**config.mk**
```make
export PLATFORM = sky130hd
export DESIGN_NAME = xpage_ctrl_unit
export DESIGN_NICKNAME = d
export VERILOG_FILES = /design/src/rtl/xpage_pkg.sv /design/src/rtl/xpage_decode.sv /design/src/rtl/xpage_neg_alu.sv /design/src/rtl/xpage_refresh.sv /design/src/rtl/xpage_ctrl_unit.sv
export SDC_FILE = /design/constraint.sdc
export NUM_CORES = 1
export LEC_CHECK = 0
export BUFFER_PORTS_ARGS = -buffer_cell sky130_fd_sc_hd__buf_2
export CORE_UTILIZATION = 55
export DETAILED_ROUTE_END_ITERATION = 16
export PLACE_DENSITY_LB_ADDON = 0.2
export REMOVE_ABC_BUFFERS = 1
export SLEW_MARGIN = 10
export SYNTH_ARGS = -nofsm -noshare
export SYNTH_HDL_FRONTEND = slang
export SYNTH_HIERARCHICAL = 1
export SYNTH_SLANG_ARGS = --single-unit
```
**constraint.sdc**
```tcl
create_clock -name clk -period 2.9 [get_ports clk]
set_clock_uncertainty 0.05 [all_clocks]
set_input_delay 0.29 -clock clk [delete_from_list [all_inputs] [get_ports clk]]
set_output_delay 0.29 -clock clk [all_outputs]
set_load 0.05 [all_outputs]
```
**src/rtl/xpage_pkg.sv**
```systemverilog
package xpage_pkg;

    localparam int OPC_W = 8;
    localparam int FLG_W = 8;

    // flag byte bit positions
    localparam int FB_S = 7;
    localparam int FB_Z = 6;
    localparam int FB_H = 4;
    localparam int FB_P = 2;
    localparam int FB_N = 1;
    localparam int FB_C = 0;

    typedef enum logic [3:0] {
        K_LD_I_A,
        K_LD_R_A,
        K_LD_A_I,
        K_LD_A_R,
        K_RETN,
        K_RETI,
        K_NEG,
        K_IM0,
        K_IM1,
        K_IM2,
        K_BAD
    } op_kind_e;

    typedef enum logic [1:0] {
        ST_IDLE,
        ST_EXEC,
        ST_DONE
    } ctrl_state_e;

endpackage

```
**src/rtl/xpage_decode.sv**
```systemverilog
module xpage_decode
    import xpage_pkg::*;
(
    input  logic [OPC_W-1:0] opc,
    output op_kind_e         kind
);

    always_comb begin
        kind = K_BAD;
        if (opc[7:6] == 2'b01) begin
            unique case (opc[2:0])
                3'd4: kind = K_NEG;
                3'd5: kind = (opc[5:3] == 3'd1) ? K_RETI : K_RETN;
                3'd6: begin
                    unique case (opc[4:3])
                        2'b00:   kind = K_IM0;
                        2'b10:   kind = K_IM1;
                        2'b11:   kind = K_IM2;
                        default: kind = K_BAD;
                    endcase
                end
                3'd7: begin
                    if (!opc[5]) begin
                        unique case (opc[4:3])
                            2'b00:   kind = K_LD_I_A;
                            2'b01:   kind = K_LD_R_A;
                            2'b10:   kind = K_LD_A_I;
                            default: kind = K_LD_A_R;
                        endcase
                    end
                end
                default: kind = K_BAD;
            endcase
        end
    end

endmodule

```
**src/rtl/xpage_neg_alu.sv**
```systemverilog
module xpage_neg_alu #(
    parameter int DW = 8
) (
    input  logic [DW-1:0] opnd,
    output logic [DW-1:0] res,
    output logic          f_s,
    output logic          f_z,
    output logic          f_h,
    output logic          f_p,
    output logic          f_c
);

    localparam logic [DW-1:0] MIN_NEG = {1'b1, {(DW-1){1'b0}}};

    always_comb begin
        res = {DW{1'b0}} - opnd;
        f_s = res[DW-1];
        f_z = ~|res;
        f_h = |opnd[3:0];
        f_p = (opnd == MIN_NEG);
        f_c = |opnd;
    end

endmodule

```
**src/rtl/xpage_refresh.sv**
```systemverilog
module xpage_refresh #(
    parameter int DW = 8
) (
    input  logic [DW-1:0] r_cur,
    output logic [DW-1:0] r_next
);

    localparam logic [DW-2:0] ONE_LOW = {{(DW-2){1'b0}}, 1'b1};

    assign r_next = {r_cur[DW-1], r_cur[DW-2:0] + ONE_LOW};

endmodule

```
**src/rtl/xpage_ctrl_unit.sv**
```systemverilog
module xpage_ctrl_unit
    import xpage_pkg::*;
#(
    parameter int DW  = 8,
    parameter int IMW = 2
) (
    input  logic             clk,
    input  logic             rst_n,
    input  logic             op_valid,
    input  logic [OPC_W-1:0] op_code,
    input  logic [DW-1:0]    cur_a,
    input  logic [DW-1:0]    cur_i,
    input  logic [DW-1:0]    cur_r,
    input  logic             cur_iff1,
    input  logic             cur_iff2,
    input  logic [FLG_W-1:0] cur_f,
    input  logic [IMW-1:0]   cur_im,
    output logic             busy,
    output logic             res_valid,
    output logic [DW-1:0]    res_a,
    output logic [DW-1:0]    res_i,
    output logic [DW-1:0]    res_r,
    output logic             res_iff1,
    output logic [FLG_W-1:0] res_f,
    output logic [IMW-1:0]   res_im,
    output logic             ret_req,
    output logic             illegal_op
);

    localparam logic [IMW-1:0] IM_CODE0 = IMW'(0);
    localparam logic [IMW-1:0] IM_CODE1 = IMW'(1);
    localparam logic [IMW-1:0] IM_CODE2 = IMW'(2);

    ctrl_state_e state_q, state_d;

    // captured operands
    logic [OPC_W-1:0] l_op;
    logic [DW-1:0]    l_a, l_i, l_r;
    logic             l_iff1, l_iff2;
    logic [FLG_W-1:0] l_f;
    logic [IMW-1:0]   l_im;

    // next results
    logic [DW-1:0]    nx_a, nx_i, nx_r;
    logic             nx_iff1;
    logic [FLG_W-1:0] nx_f;
    logic [IMW-1:0]   nx_im;
    logic             nx_ret, nx_ill;

    // registered results
    logic             q_ret, q_ill;

    op_kind_e         kind;
    logic [DW-1:0]    r_inc;
    logic [DW-1:0]    neg_res;
    logic             neg_s, neg_z, neg_h, neg_p, neg_c;
    logic [DW-1:0]    ld_val;
    logic             accept;

    xpage_decode u_dec (
        .opc  (l_op),
        .kind (kind)
    );

    xpage_refresh #(.DW(DW)) u_ref (
        .r_cur  (l_r),
        .r_next (r_inc)
    );

    xpage_neg_alu #(.DW(DW)) u_neg (
        .opnd (l_a),
        .res  (neg_res),
        .f_s  (neg_s),
        .f_z  (neg_z),
        .f_h  (neg_h),
        .f_p  (neg_p),
        .f_c  (neg_c)
    );

    assign accept = (state_q == ST_IDLE) && op_valid;

    // state register
    always_ff @(posedge clk) begin
        if (!rst_n) begin
            state_q <= ST_IDLE;
        end else begin
            state_q <= state_d;
        end
    end

    // transitions
    always_comb begin
        state_d = state_q;
        unique case (state_q)
            ST_IDLE: if (op_valid) state_d = ST_EXEC;
            ST_EXEC: state_d = ST_DONE;
            ST_DONE: state_d = ST_IDLE;
            default: state_d = ST_IDLE;
        endcase
    end

    // operand capture
    always_ff @(posedge clk) begin
        if (!rst_n) begin
            l_op   <= '0;
            l_a    <= '0;
            l_i    <= '0;
            l_r    <= '0;
            l_iff1 <= 1'b0;
            l_iff2 <= 1'b0;
            l_f    <= '0;
            l_im   <= '0;
        end else if (accept) begin
            l_op   <= op_code;
            l_a    <= cur_a;
            l_i    <= cur_i;
            l_r    <= cur_r;
            l_iff1 <= cur_iff1;
            l_iff2 <= cur_iff2;
            l_f    <= cur_f;
            l_im   <= cur_im;
        end
    end

    assign ld_val = (kind == K_LD_A_I) ? l_i : r_inc;

    // execution
    always_comb begin
        nx_a    = l_a;
        nx_i    = l_i;
        nx_r    = r_inc;
        nx_iff1 = l_iff1;
        nx_f    = l_f;
        nx_im   = l_im;
        nx_ret  = 1'b0;
        nx_ill  = 1'b0;
        unique case (kind)
            K_LD_I_A: nx_i = l_a;
            K_LD_R_A: nx_r = l_a;
            K_LD_A_I, K_LD_A_R: begin
                nx_a       = ld_val;
                nx_f[FB_S] = ld_val[DW-1];
                nx_f[FB_Z] = ~|ld_val;
                nx_f[FB_H] = 1'b0;
                nx_f[FB_N] = 1'b0;
                nx_f[FB_P] = l_iff2;
            end
            K_RETN: begin
                nx_iff1 = l_iff2;
                nx_ret  = 1'b1;
            end
            K_RETI: nx_ret = 1'b1;
            K_NEG: begin
                nx_a       = neg_res;
                nx_f[FB_S] = neg_s;
                nx_f[FB_Z] = neg_z;
                nx_f[FB_H] = neg_h;
                nx_f[FB_P] = neg_p;
                nx_f[FB_N] = 1'b1;
                nx_f[FB_C] = neg_c;
            end
            K_IM0: nx_im = IM_CODE0;
            K_IM1: nx_im = IM_CODE1;
            K_IM2: nx_im = IM_CODE2;
            default: begin
                nx_r   = l_r;
                nx_ill = 1'b1;
            end
        endcase
    end

    // result registers
    always_ff @(posedge clk) begin
        if (!rst_n) begin
            res_a    <= '0;
            res_i    <= '0;
            res_r    <= '0;
            res_iff1 <= 1'b0;
            res_f    <= '0;
            res_im   <= '0;
            q_ret    <= 1'b0;
            q_ill    <= 1'b0;
        end else if (state_q == ST_EXEC) begin
            res_a    <= nx_a;
            res_i    <= nx_i;
            res_r    <= nx_r;
            res_iff1 <= nx_iff1;
            res_f    <= nx_f;
            res_im   <= nx_im;
            q_ret    <= nx_ret;
            q_ill    <= nx_ill;
        end
    end

    // state-decoded outputs
    always_comb begin
        busy       = 1'b0;
        res_valid  = 1'b0;
        ret_req    = 1'b0;
        illegal_op = 1'b0;
        unique case (state_q)
            ST_IDLE: ;
            ST_EXEC: busy = 1'b1;
            ST_DONE: begin
                busy       = 1'b1;
                res_valid  = 1'b1;
                ret_req    = q_ret;
                illegal_op = q_ill;
            end
            default: ;
        endcase
    end

endmodule

```
# Word level (Yosys, flattened, before mapping)
# Cells that the tools add are included.
# totals
register_bits,83
wordCells,80
rom_bits,0
n_memories,0
ramBits,0
in_bits,47
latchBits,0
output_inout_bits,39
# op_classes
muxes,24
mul,0
n_div,0
eq_ne,22
n_bitwise,0
n_shift,0
reduce_logical,15
addsub,2
magnitude_cmp,0
# ops
operator,count
8-bit one-hot mux with 2 select lines,2
8-bit OR reduction,3
4-bit by 3-bit == test with 1-bit output (second input constant),4
8-bit two-way mux,2
4-bit one-hot mux with 4 select lines,1
3-bit == test (second input constant),4
2-bit one-hot mux with 2 select lines,3
2-bit one-hot mux with 3 select lines,2
4-bit one-hot mux with 3 select lines,1
10-bit OR reduction,1
1-bit two-way mux,9
9-bit OR reduction,1
4-bit by 2-bit == test with 1-bit output (second input constant),2
4-bit == test (second input constant),2
8-bit == test (second input constant),1
4-bit two-way mux,2
1-bit by 8-bit subtractor with 8-bit output (first input constant),1
7-bit by 1-bit adder with 7-bit output (second input constant),1
2-bit by 1-bit == test with 1-bit output (second input constant),3
2-bit == test (second input constant),3
2-bit OR reduction,3
4-bit by 1-bit == test with 1-bit output (second input constant),1
2-bit zero test,2
4-bit zero test,1
other kinds (7),8

# Depth between registers and ports, before layout
# depth
word_depth,10
mapped_depth,12
depth_no_buf,9

# Modules after synthesis
# Netlist, hierarchy kept.
# modules_own_cells
mod,cells_each,area_per_inst_um2,instances,seq_area_each_um2
xpage_ctrl_unit,425,3689.8,1,1661.6
xpage_neg_alu,26,192.7,1,0.0
xpage_decode,23,170.2,1,0.0
xpage_refresh,13,105.1,1,0.0

# Least setup slack after synthesis
# No wires, ideal clock.
# synth_timing
kind,flip-flop to flip-flop
start,register l_op[4]
end,register res_im[1]
period_less_slack_ns,2.296
path_buffers,1
setup_time_ns,0.115
path_stages_with_launch,11
arrival_time_ns,2.131
setup_slack_ns,0.604
t_required_ns,2.735
cell_sequence,dfxtp_1 inv_1 ha_1 nor4b_2 a221oi_1 or2_1 buf_2 or4b_1 o211ai_1 o2bb2ai_1 and2_1
# synth_via
elab_chain_cells,7
word_cells_on_any_way,15
classes_between,eq/ne (7); mux (7); reduce/logical (1)
# synth_lines
item,line_no,rtl
"start, declared",xpage_ctrl_unit.sv:37,logic [OPC_W-1:0] l_op;
"start signal, assigned",xpage_ctrl_unit.sv:114,l_op <= op_code;
"2-bit == test, or another cell as far along","xpage_decode.sv:15, xpage_decode.sv:24",
2-bit one-hot mux with 3 select lines,xpage_decode.sv:24,unique case (opc[4:3])
4-bit two-way mux,xpage_decode.sv:23,if (!opc[5]) begin
4-bit one-hot mux with 4 select lines (*),xpage_decode.sv:11,unique case (opc[2:0])
4-bit two-way mux (*),xpage_decode.sv:10,if (opc[7:6] == 2'b01) begin
via kind[1],xpage_ctrl_unit.sv:53,op_kind_e kind;
4-bit == test or 4-bit by 3-bit == test with 1-bit output (tied branches),xpage_ctrl_unit.sv:137,unique case (kind)
2-bit one-hot mux with 3 select lines (*),xpage_ctrl_unit.sv:137,
"end signal, assigned",xpage_ctrl_unit.sv:189,res_im <= nx_im;
"end, declared",xpage_ctrl_unit.sv:25,"output logic [IMW-1:0] res_im,"
# The timed path passes the listed nets; every way through them passes the cells marked *.
# A chain may end at the register's enable or synchronous reset.

# Final worst setup path
# layout_timing
start,register l_op[3]
end,register res_a[4]
# layout_via
elab_chain_cells,8
word_cells_on_any_way,17
classes_between,eq/ne (7); mux (8); reduce/logical (2)
# layout_lines
item,line_no,rtl
"2-bit == test, or another cell as far along","xpage_decode.sv:15, xpage_decode.sv:24",
2-bit one-hot mux with 3 select lines,xpage_decode.sv:24,
4-bit two-way mux,xpage_decode.sv:23,
4-bit one-hot mux with 4 select lines (*),xpage_decode.sv:11,
4-bit two-way mux (*),xpage_decode.sv:10,
via kind[1],xpage_ctrl_unit.sv:53,
"4-bit by 2-bit == test with 1-bit output, on equally long branches","xpage_ctrl_unit.sv:125, xpage_ctrl_unit.sv:137",
8-bit two-way mux or 2-bit OR reduction (tied branches),"xpage_ctrl_unit.sv:125, xpage_ctrl_unit.sv:137",
8-bit one-hot mux with 2 select lines (*),xpage_ctrl_unit.sv:137,
"end signal, assigned",xpage_ctrl_unit.sv:184,res_a <= nx_a;
"end, declared",xpage_ctrl_unit.sv:20,"output logic [DW-1:0] res_a,"
# Marked as above.

==> key figures <==
Synthesis
  – Share of the synthesized area in the top cell type: 0.400
  – Most common cell in the netlist: nand2_1
  – Flops & latches, synth: 83
  – Top cells by count, synth: nand2_1, dfxtp_1, a21boi_0
  – Dominant cells by area after synthesis: dfxtp_1, nand2_1, a21boi_0
  – Synthesized area per cell: 8.54 um2
  – Synth warn: 6
  – Register area share after synthesis: 0.400
  – Top_reg_cell synth: dfxtp_1
  – Post-synth ARST share: 0
  – Post-synth EDFFs: 0
  – Post-synth top area cell: dfxtp_1
  – Synth cell types: 56
  – Mapped Cells: 487
  – Netlist Area Pre-Place: 0.00416 mm2

Cells and area
  – # diodes: 0
  – Fillers: 659
  – Layout cells sized above 1: 0.223
  – Final nets: 613
  – Area Overhead vs Synth: 16.2%
  – Fin cells: 659

Pwr
  – Internal power: 0.00200 W
  – Sequential cell fraction of total power: 0.439
  – Switch share: 0.374
  – Static leakage: 1.99 nW
  – Worst vdd rail ir drop: 0.000470 V
  – Comb pwr share: 0.302
  – Clock group share of total power: 0.259
  – Tot Pwr: 0.00320 W
  – P_sw: 0.00120 W
  – Pwr per Cell Area: 664 mW/mm2

Setup path
  – CP max FO: 12
  – Critical Path AT: 2920 ps
  – Critical path launch point type: flip-flop
  – Crit. End Element: flip-flop
  – Crit path kind: flip-flop to flip-flop
  – FF-to-FF End: res_a[4]
  – Reg2reg path depth: 9
  – Required time of the critical path: 3140 ps
  – R2R setup slack: 220 ps
  – R2R Path Start: l_op[3]

Timing
  – Hold slack: 117 ps
  – Measured slew at the worst slew-check pin: 888 ps
  – Max Clk Rate: 0.373 GHz
  – Setup Viol. Count Final: 0
  – Max-slew violation count: 0
  – RSZ-0062 raised after global routing: no
  – Crit path time final: 2680 ps
  – Setup WS post-layout: 222 ps
  – Slew HR: 0.405
  – Hold Fails Final Rpt: 0
  – Period utilization: 0.923

Clocking
  – Worst skew pair latency: 360 ps
  – CTS Sinks: 83
  – Post-CTS setup buffers: 0
  – PostCTS Resize Cnt: 0
  – CTS tree: yes
  – CTS root buf: clkbuf_8
  – CTS buffer count: 9
  – Hold Buf Count CTS: 0
  – Clock transition at path regs: 80 ps
  – H-Tree Level Count: 3
  – Longest Clk Path Bufs: 2

GRT
  – Total gr overflow: 0
  – Gr usage total: 0.263
  – Vias in the first global route: 3386
  – Antenna violations before repair: 0
  – First-pass GRT wire length: 16.0 mm
  – Largest net degree at the start of global routing: 58

Routing
  – Pre-Repair DR Iteration Count: 5
  – Number of vias per cell: 5.59
  – Drt wl/cell: 14.7 um
  – Final wirelength: 9.69 mm
  – Vias: 3684
  – Iter 0 DRT Violations: 150
  – DRC: 0
  – Antenna viol nets, final: 0

Place
  – Worst slack, placed: 291 ps
  – Port-buffer cells: 85
  – Hpwl dp: 6.65 mm
  – Gp weighted congestion: 0.867
  – Cells after DPL: 643

Die
  – Die X: 88.9 um
  – Die area: 0.00791 mm2
  – Std cell rows: 31
  – Boundary Pins: 86
  – Initial Util: 0.570
  – Die Ht: 88.9 um
  – Core footprint: 0.00729 mm2

Job
  – # Max-Cap Violations: 0

Run status
  – Outcome: complete, no violations

Min path
  – Class of the worst hold path: input pin to flip-flop
  – Hold path start: cur_r[0]
  – Endpoint, Worst Hold: l_r[0]
  – Worst Hold Depth: 3
## flip-flops by register name, indices dropped and copies added, names as in the netlist, 2 cells and up
| signal | count |
|---|---|
| l_a | 8 |
| l_f | 8 |
| l_i | 8 |
| l_im | 2 |
| l_op | 8 |
| l_r | 8 |
| res_a | 8 |
| res_f | 8 |
| res_i | 8 |
| res_im | 2 |
| res_r | 8 |
| state_q | 2 |
## cell type report
type / instances / area (um2) / area share
Clock buffer: 12 / 145 / 0.0301
Timing Repair Buffer: 95 / 513 / 0.106
Inverter: 9 / 33.8 / 0.00699
Sequential cell: 83 / 1660 / 0.344
Clock inverter: 4 / 50.0 / 0.0104
Multi-Input combinational cell: 357 / 2300 / 0.477
Tap cell: 99 / 124 / 0.0256
## cell usage in the layout, fill, tap and decap left out, types with 10 or more instances in the layout
cell	synthesis	routed
a221oi_1	18	18
mux2i_1	24	24
buf_2	9	85
a21oi_1	25	24
o21ai_0	21	21
a21boi_0	44	44
o211a_1	10	10
ha_1	11	10
nand2_1	112	112
dfxtp_1	83	83
clkbuf_8	0	10
nor2_1	16	16
## metal layers
metal	GRT usage	vias to the layer above	part of all wire
li1	-	1833	-
met1	0.345	1753	0.45
met2	0.445	85	0.49
met3	0.0517	13	0.045
met4	0.0736	0	0.014
met5	0	-	0
## metrics by stage
step	setup TNS (ps)	area (um2)	util
2_1_floorplan	-9570	3990	-
3_3_place_gp	0	4630	0.636
3_5_place_dp	0	4630	0.636
4_1_cts	0	4830	0.662
5_1_grt	0	4830	0.662
6_report	0	4830	0.662
## critical path, stage by stage (launching register included)
cell      delay, ps
dfxtp_1         400
inv_1            90
ha_1            230
nor4b_2         230
a221oi_1         70
or2_1           250
nor3b_2         180
nor2_1          710
a221oi_1        190
a21oi_1         200
## logic make-up after synthesis
kind of cell / synth area share
compound gates: 0.220
mux: 0.0578
buf+inv: 0.0497
simple gates: 0.217
flops: 0.400
xor+xnor: 0.0232
fa+ha+maj: 0.0331
## worst max-delay path by stage
stage                     cells after the start  endpoint     from  slack, ps
after global routing                          9  res_a[1]  l_op[4]         30
after CTS                                     9  res_a[1]  l_op[3]        260
final                                         9  res_a[4]  l_op[3]        220
after detailed placement                      9  res_a[4]  l_op[3]        290
after floorplan                               8  res_a[0]  l_op[3]       -810
after global placement                        9  res_a[2]  l_op[4]        400
## power groups by stage
stage	logic (W)	registers (W)	clock network (W)
after floorplan	0.000443	0.00168	0
after global placement	0.000941	0.00143	0
after detailed placement	0.000967	0.00143	0
after CTS	0.000970	0.00141	0.000841
after global routing	0.00106	0.00143	0.000898
final	0.000967	0.00141	0.000830
(Power assumes the default switching activity.)
